==> src/rtl/sci_irq_pkg.sv <==
package sci_irq_pkg;

    localparam int REG_W     = 8;
    localparam int NUM_FLAGS = 5;
    localparam int STAT_BASE = 3;

    // flag indices; status bit = STAT_BASE + index
    localparam int IDX_PER = 0;
    localparam int IDX_FER = 1;
    localparam int IDX_ORE = 2;
    localparam int IDX_RXF = 3;
    localparam int IDX_TXE = 4;

    localparam int CTRL_TE = 5;

    typedef enum logic {
        SEL_CTRL = 1'b0,
        SEL_STAT = 1'b1
    } reg_sel_e;

    typedef struct packed {
        logic       tx_irq_en;
        logic       rx_irq_en;
        logic       tx_en;
        logic [4:0] spare;
    } ctrl_t;

    typedef logic [NUM_FLAGS-1:0] flag_vec_t;

    function automatic logic [REG_W-1:0] pack_status(flag_vec_t f);
        logic [REG_W-1:0] r;
        r = '0;
        r[STAT_BASE +: NUM_FLAGS] = f;
        return r;
    endfunction

endpackage

==> src/rtl/sci_ctrl_reg.sv <==
module sci_ctrl_reg
    import sci_irq_pkg::*;
#(
    parameter int W = REG_W
) (
    input  logic         clk,
    input  logic         rst,
    input  logic         doze,
    input  logic         wr_en,
    input  logic [W-1:0] wdata,
    output ctrl_t        q
);

    always_ff @(posedge clk) begin
        if (rst || doze) begin
            q <= '0;
        end else if (wr_en) begin
            q <= ctrl_t'(wdata);
        end
    end

endmodule

==> src/rtl/sci_flag_cell.sv <==
module sci_flag_cell #(
    parameter logic RST_VAL = 1'b0
) (
    input  logic clk,
    input  logic rst,
    input  logic force_one,
    input  logic set_pulse,
    input  logic rd_hit,
    input  logic wr_hit,
    input  logic wr_bit,
    output logic q,
    output logic armed,
    output logic clr_done
);

    logic clear_ok;

    assign clear_ok = wr_hit && armed && !wr_bit;
    assign clr_done = clear_ok && q && !set_pulse && !force_one;

    always_ff @(posedge clk) begin
        if (rst) begin
            armed <= 1'b0;
        end else if (wr_hit) begin
            armed <= 1'b0;
        end else if (rd_hit && q) begin
            armed <= 1'b1;
        end
    end

    always_ff @(posedge clk) begin
        if (rst) begin
            q <= RST_VAL;
        end else if (force_one || set_pulse) begin
            q <= 1'b1;
        end else if (clear_ok) begin
            q <= 1'b0;
        end
    end

endmodule

==> src/rtl/sci_irq_gen.sv <==
module sci_irq_gen
    import sci_irq_pkg::*;
(
    input  logic      clk,
    input  logic      rst,
    input  logic      tx_irq_en,
    input  logic      rx_irq_en,
    input  logic      tx_en,
    input  flag_vec_t flags,
    input  logic      txe_cleared,
    output logic      irq_tx,
    output logic      irq_rx,
    output logic      irq_err,
    output logic      tx_start
);

    logic any_err;

    assign any_err = flags[IDX_PER] | flags[IDX_FER] | flags[IDX_ORE];
    assign irq_tx  = tx_irq_en & flags[IDX_TXE];
    assign irq_rx  = rx_irq_en & flags[IDX_RXF];
    assign irq_err = rx_irq_en & any_err;

    always_ff @(posedge clk) begin
        if (rst) begin
            tx_start <= 1'b0;
        end else begin
            tx_start <= tx_en & txe_cleared;
        end
    end

endmodule

==> src/rtl/serial_irq_ctrl.sv <==
module serial_irq_ctrl
    import sci_irq_pkg::*;
(
    input  logic             clk,
    input  logic             rst,
    input  logic             doze,
    input  logic             reg_sel,
    input  logic             reg_rd,
    input  logic             reg_wr,
    input  logic [REG_W-1:0] reg_wdata,
    output logic [REG_W-1:0] reg_rdata,
    input  logic             tx_moved,
    input  logic             rx_moved,
    input  logic             err_overrun,
    input  logic             err_frame,
    input  logic             err_parity,
    output logic             irq_tx,
    output logic             irq_rx,
    output logic             irq_err,
    output logic             tx_start
);

    ctrl_t     ctrl_q;
    flag_vec_t flag_q;
    flag_vec_t armed_q;
    flag_vec_t clr_vec;
    flag_vec_t set_vec;
    flag_vec_t force_vec;
    logic      stat_rd;
    logic      stat_wr;
    logic      ctrl_wr;
    reg_sel_e  sel;

    assign sel     = reg_sel_e'(reg_sel);
    assign stat_rd = reg_rd && (sel == SEL_STAT);
    assign stat_wr = reg_wr && (sel == SEL_STAT);
    assign ctrl_wr = reg_wr && (sel == SEL_CTRL);

    assign set_vec[IDX_PER] = err_parity;
    assign set_vec[IDX_FER] = err_frame;
    assign set_vec[IDX_ORE] = err_overrun;
    assign set_vec[IDX_RXF] = rx_moved;
    assign set_vec[IDX_TXE] = tx_moved;

    sci_ctrl_reg #(.W(REG_W)) u_ctrl (
        .clk   (clk),
        .rst   (rst),
        .doze  (doze),
        .wr_en (ctrl_wr),
        .wdata (reg_wdata),
        .q     (ctrl_q)
    );

    for (genvar i = 0; i < NUM_FLAGS; i++) begin : g_flag
        if (i == IDX_TXE) begin : g_held
            assign force_vec[i] = ~ctrl_q.tx_en;
        end else begin : g_free
            assign force_vec[i] = 1'b0;
        end

        sci_flag_cell #(
            .RST_VAL((i == IDX_TXE) ? 1'b1 : 1'b0)
        ) u_cell (
            .clk       (clk),
            .rst       (rst),
            .force_one (force_vec[i]),
            .set_pulse (set_vec[i]),
            .rd_hit    (stat_rd),
            .wr_hit    (stat_wr),
            .wr_bit    (reg_wdata[STAT_BASE + i]),
            .q         (flag_q[i]),
            .armed     (armed_q[i]),
            .clr_done  (clr_vec[i])
        );
    end

    assign reg_rdata = (sel == SEL_STAT) ? pack_status(flag_q) : REG_W'(ctrl_q);

    sci_irq_gen u_irq (
        .clk         (clk),
        .rst         (rst),
        .tx_irq_en   (ctrl_q.tx_irq_en),
        .rx_irq_en   (ctrl_q.rx_irq_en),
        .tx_en       (ctrl_q.tx_en),
        .flags       (flag_q),
        .txe_cleared (clr_vec[IDX_TXE]),
        .irq_tx      (irq_tx),
        .irq_rx      (irq_rx),
        .irq_err     (irq_err),
        .tx_start    (tx_start)
    );

endmodule

==> config.mk <==
export PLATFORM = sky130hd
export DESIGN_NAME = serial_irq_ctrl
export DESIGN_NICKNAME = d
export VERILOG_FILES = /design/src/rtl/sci_irq_pkg.sv /design/src/rtl/sci_ctrl_reg.sv /design/src/rtl/sci_flag_cell.sv /design/src/rtl/sci_irq_gen.sv /design/src/rtl/serial_irq_ctrl.sv
export SDC_FILE = /design/constraint.sdc
export NUM_CORES = 1
export LEC_CHECK = 0
export BUFFER_PORTS_ARGS = -buffer_cell sky130_fd_sc_hd__buf_4
export CORE_MARGIN = 3
export CORE_UTILIZATION = 46
export CTS_CLUSTER_SIZE = 28
export DETAILED_ROUTE_END_ITERATION = 8
export PLACE_DENSITY_LB_ADDON = 0.1
export SYNTH_ARGS = -nofsm -noshare
export SYNTH_HDL_FRONTEND = slang
export SYNTH_SLANG_ARGS = --single-unit
==> constraint.sdc <==
create_clock -name clk -period 1.95 [get_ports clk]
set_input_delay 0.585 -clock clk [delete_from_list [all_inputs] [get_ports clk]]
set_output_delay 0.585 -clock clk [all_outputs]
set_load 0.01 [all_outputs]
==> impl_metrics.ini, run 1 <==
[run_status]
outcome = finished clean

[cells_and_area]
drive_gt1_share_pct = 31.8
multi_input_area_um2 = 387
final_core_util_pct = 66.0
area_growth_pct = 29.4
antenna_cells = 0
nNetsFinal = 130
seqCellArea_um2 = 380
fillers = 144

[worst_setup_path]
required_ns = 1.36
r2r-start = g_flag[4].u_cell.armed
crit_start = reg_sel
path_buf_inv = 2
worstSetupPathType = input pin to primary output
crit_slowest_cell = mux2_1
crit_top_cell = buf_4
crit_chain = buf_4 -> mux2_1 -> buf_4
start_kind = input pin
endpoint_kind = primary output
worstPathArrival_ns = 1.28
cp_max_fo = 16
crit_family = buffers and inverters
critPathMaxStageDelay_ns = 0.34

[power]
leakagePower_nw = 0.452
power_density_mw_per_mm2 = 682
peakVddDrop_mv = 0.508
power_uw = 709

[place]
io_buffers = 30
dp_hpwl_um = 1250
gp_congestion = 0.739

[cts]
clk_path_buf_depth = 2
cts_tree = built
worstSkewPairLatency_ns = 0.29
post-cts-setup-buffers = 0
clk_pin_slew_worst_paths_ns = 0.11
numCtsBuffers = 3
cts_resized = 0
cts_max_level = 1
clockRootBuffer = clkbuf_4
cts_hold_buffers = 0
numClockSinks = 19

[synth]
synthSimpleGateAreaFrac_pct = 22.4
async_flop_share_pct = 0
synth-edff-count = 0
synth_seq_cells = 19
synth_area_leader_cell = dfxtp_1
synth.yosys.seq_area_share_pct = 47.4
synth.mux.area_fraction_pct = 17.0
synth_compound_area_share_pct = 8.72
synthXorXnorAreaFrac_pct = 0
synthAdderAreaFrac_pct = 0
dominantRegCellSynth = dfxtp_1
syn-cell-area_um2 = 803
avgSynthCellArea_um2 = 10.0
synth_top_family_by_area = simple AND/OR/NAND/NOR gates
synth.area.top_cells = dfxtp_1 47%, mux2i_1 10%, nor2_1 7.9%
synth_top_area_share_pct = 47.4
syn_inst = 80
synth.distinct_cells = 19
synth_fp_nets = 99
synthTopCellsByCount = 19 x dfxtp_1, 17 x nor2_1, 9 x a21oi_1, 8 x mux2i_1
yosysWarnings = 0
synth_most_common_cell = dfxtp_1

[global_route]
grt.total_usage_pct = 16.7
antenna_found_initial = 0
overflow = 0
grt_pass1_wl_um = 2620
grt_pass1_vias = 628
grt_max_degree = 17

[timing]
setup_viol = 0
fin_worst_skew_ns = 0.000567
slew_violations = 0
rsz0062_at_grt = no
fin_hold_ws_ns = 0.439
finalHoldViolations = 0
period_needed_ns = 1.87
post-route-period-util_pct = 95.7
fmax_mhz = 536
maxSlewHeadroom_pct = 77.9
setup-tns-final_ns = 0
worst_pin_slew_ns = 0.331

[drt]
drt-total-wl_um = 1680
drc = 0
avgRoutedWirePerCell_um = 13.4
vias = 686
met2_length_um = 793
drt_iter0_drc = 15
dr.pass1.iters = 4
highest_layer = met4
met1_length_um = 745
drtAntennaViolNets = 0
routed_via_density = 5.44
wl_met3_um = 116

[floorplanning]
fp.dieH_um = 47.8
core_area_mm2 = 0.00158
dieArea_mm2 = 0.00228
num_rows = 14
dieWidth_um = 47.8
ios = 31
initial_core_util_pct = 51.0

[run]
drv_cap = 0

[min_path]
hp-start = tx_moved
hold_path.class = input pin to flip-flop
[final timing paths]
kind	end	slack (ns)	cells after the start
max	reg_rdata[6]	0.08	3
min	u_irq.tx_start	0.44	2
max reg2reg	g_flag[4].u_cell.q	1.08	2
min reg2reg	g_flag[2].u_cell.armed	0.49	2
[area by class of cell]
class                   instances  area share [%]
multi-input cells              57            37.2
flip-flops and latches         19            36.6
repair buffers                 30            21.7
clock buffers                   3            2.17
well taps                      16            1.93
clock inverters                 1           0.481
[per-layer routing]
| layer | vias to the layer above | GRT usage [%] |
|---|---|---|
| met5 | - | 0 |
| met4 | 0 | 8.06 |
| met3 | 4 | 3.38 |
| met2 | 31 | 26.9 |
| met1 | 311 | 21.1 |
| li1 | 340 | - |
[layout by cell type, fill, tap and decap left out]
cell	n
buf_4	30
and2_1	3
nor2_1	17
o31a_1	1
mux2_1	5
nand4b_1	5
a21oi_1	9
dfxtp_1	19
or2_1	1
nor2b_4	1
clkinv_2	1
mux2i_1	8
a21o_1	1
nor2b_1	3
nor4b_1	1
clkbuf_4	3
nand2b_1	1
a211o_1	1
[power breakdown]
part           internal (mW)  total [mW]  switching [mW]
clock                 0.0764       0.197           0.121
sequential             0.401       0.411         0.00997
combinational         0.0565      0.0999          0.0434
[logic make-up (layout without fill, tap and decap cells)]
group	count (synthesis)	in the layout
flops	19	19
simple gates	32	32
compound gates	12	12
buf+inv	4	34
mux	13	13
[state kept, by name (all words and copies together) (netlist names)]
register	cells
g_flag.u_cell.armed	5
g_flag.u_cell.q	5
u_ctrl.q	8
u_irq.tx_start	1
[stage by stage]
step | instance area, um^2 | setup slack (ns) | std cells
3_3_place_gp | 1010 | 0.0890 | 122
5_1_grt | 1040 | 0.0522 | 126
6_report | 1040 | 0.0844 | 126
2_1_floorplan | 803 | 0.0837 | 80
3_5_place_dp | 1010 | 0.0840 | 122
4_1_cts | 1040 | 0.0775 | 126
No activity file was read; power rests on OpenSTA's default activity.
==> run 2, diff against run 1 <==
--- a/config.mk
+++ b/config.mk
@@ -6,11 +6,10 @@
 export NUM_CORES = 1
 export LEC_CHECK = 0
 export BUFFER_PORTS_ARGS = -buffer_cell sky130_fd_sc_hd__buf_4
-export CORE_MARGIN = 3
 export CORE_UTILIZATION = 46
 export CTS_CLUSTER_SIZE = 28
 export DETAILED_ROUTE_END_ITERATION = 8
-export PLACE_DENSITY_LB_ADDON = 0.1
+export PLACE_DENSITY = 0.78
 export SYNTH_ARGS = -nofsm -noshare
 export SYNTH_HDL_FRONTEND = slang
 export SYNTH_SLANG_ARGS = --single-unit
==> run 2 against run 1 <==
The flow now finishes with violations (DRC). Power up 0.79%. Core utilization unchanged. Maximum frequency decreased by 0.88%. Non-clock buffer count is the same. Routed wire length grew 5.0%. Cell count is the same. Flip-flop and latch count is the same.
==> impl_metrics.ini, run 2 (synthesis gave the netlist of run 1 again) <==
[run_status]
outcome = complete, but fails checks
violations = DRC

[run]
drv_cap = 0

[worst_setup_path]
required_ns = 1.36
worstSetupPathType = input pin to primary output
start_kind = input pin
crit_chain = buf_4 -> mux2_1 -> buf_4
reg2reg_to = g_flag[4].u_cell.q
crit_start = reg_sel
cp_max_fo = 16
r2r_slack_ns = 1.06
endpoint = reg_rdata[4]
path_buf_inv = 2
r2r_cells = 2
crit_slowest_cell = mux2_1
crit_family = buffers and inverters
cp.depth = 3
r2r-start = g_flag[4].u_cell.armed
endpoint_kind = primary output
critPathMaxStageDelay_ns = 0.35
crit_top_cell = buf_4
worstPathArrival_ns = 1.30

[cells_and_area]
largestRegisters = u_ctrl.q x8, g_flag.u_cell.armed x5, g_flag.u_cell.q x5
nNetsFinal = 130
antenna_cells = 0
multi_input_area_um2 = 387
fillers = 136
stdcell_area_mm2 = 0.00104
area_growth_pct = 29.4
seqCellArea_um2 = 380
drive_gt1_share_pct = 31.8
mostFrequentLayoutCells = 30 x buf_4, 19 x dfxtp_1, 17 x nor2_1
top_register = u_ctrl.q
final_common_cell = buf_4
largest_register_ffs = 8

[cts]
clk_pin_slew_worst_paths_ns = 0.11
cts_max_level = 1
cts_resized = 0
numClockSinks = 19
cts_hold_buffers = 0
clockRootBuffer = clkbuf_4
worstSkewPairLatency_ns = 0.31
post-cts-setup-buffers = 0
numCtsBuffers = 3
clk_path_buf_depth = 2
cts_tree = built

[timing]
post-route-period-util_pct = 96.5
rsz0062_at_grt = no
setup-tns-final_ns = 0
finalHoldViolations = 0
worst_pin_slew_ns = 0.330
fin_worst_skew_ns = 0.0101
fin_ws_ns = 0.0678
slew_violations = 0
fin_hold_ws_ns = 0.432
setup_viol = 0
fmax_mhz = 531
period_needed_ns = 1.88
maxSlewHeadroom_pct = 77.9

[floorplanning]
dieArea_mm2 = 0.00192
fp.dieH_um = 43.8
dieWidth_um = 43.8
num_rows = 14
initial_core_util_pct = 51.0
ios = 31
core_area_mm2 = 0.00158

[global_route]
grt_pass1_vias = 678
grt.total_usage_pct = 21.4
overflow = 0
antenna_found_initial = 0
grt_pass1_wl_um = 2970
grt_max_degree = 17

[drt]
drt_iter0_drc = 16
met2_length_um = 871
routed_via_density = 5.37
drtAntennaViolNets = 0
wl_met3_um = 97
avgRoutedWirePerCell_um = 14.0
vias = 677
drt-total-wl_um = 1770
drc = 2
met1_length_um = 782
dr.pass1.iters = 6
highest_layer = met4

[power]
peakVddDrop_mv = 0.490
power_density_mw_per_mm2 = 687
power_uw = 714
leakagePower_nw = 0.452

[place]
gp_congestion = 0.743
pre_cts_ws_ns = 0.0711
io_buffers = 30
placed_area_mm2 = 0.00101

[min_path]
hold_path.class = input pin to flip-flop
run 2: layout make-up:
class | count | area share (%)
clock buffers | 3 | 2.17
multi-input cells | 57 | 37.2
repair buffers | 30 | 21.7
well taps | 16 | 1.93
flip-flops and latches | 19 | 36.6
clock inverters | 1 | 0.481
run 2: layer usage:
metal	vias to the layer above	GRT usage, %
met5	-	0
met4	0	8.75
met3	5	6.67
met2	23	37.0
met1	312	24.3
li1	337	-
run 2: how the worst min path moves through the flow:
stage	cells past startpoint	end	start	slack, ns
2_1_floorplan	2	g_flag[0].u_cell.armed	g_flag[0].u_cell.armed	0.44
3_5_place_dp	2	g_flag[3].u_cell.armed	g_flag[3].u_cell.armed	0.46
6_report	2	u_irq.tx_start	tx_moved	0.43
4_1_cts	2	u_irq.tx_start	tx_moved	0.42
3_3_place_gp	2	g_flag[2].u_cell.armed	g_flag[2].u_cell.armed	0.45
5_1_grt	2	u_irq.tx_start	tx_moved	0.42
run 2: where the power goes:
part | total (mW) | switching, mW | internal [mW]
Combinational | 0.101 | 0.0448 | 0.0565
Clock | 0.201 | 0.124 | 0.0766
Sequential | 0.412 | 0.0105 | 0.401
run 2: per-stage QoR:
| stage | util, % | cells |
|---|---|---|
| final | 66.0 | 126 |
| after global routing | 66.0 | 126 |
| after CTS | 66.0 | 126 |
| after detailed placement | 64.2 | 122 |
| after global placement | 64.2 | 122 |
| after floorplan | - | 80 |
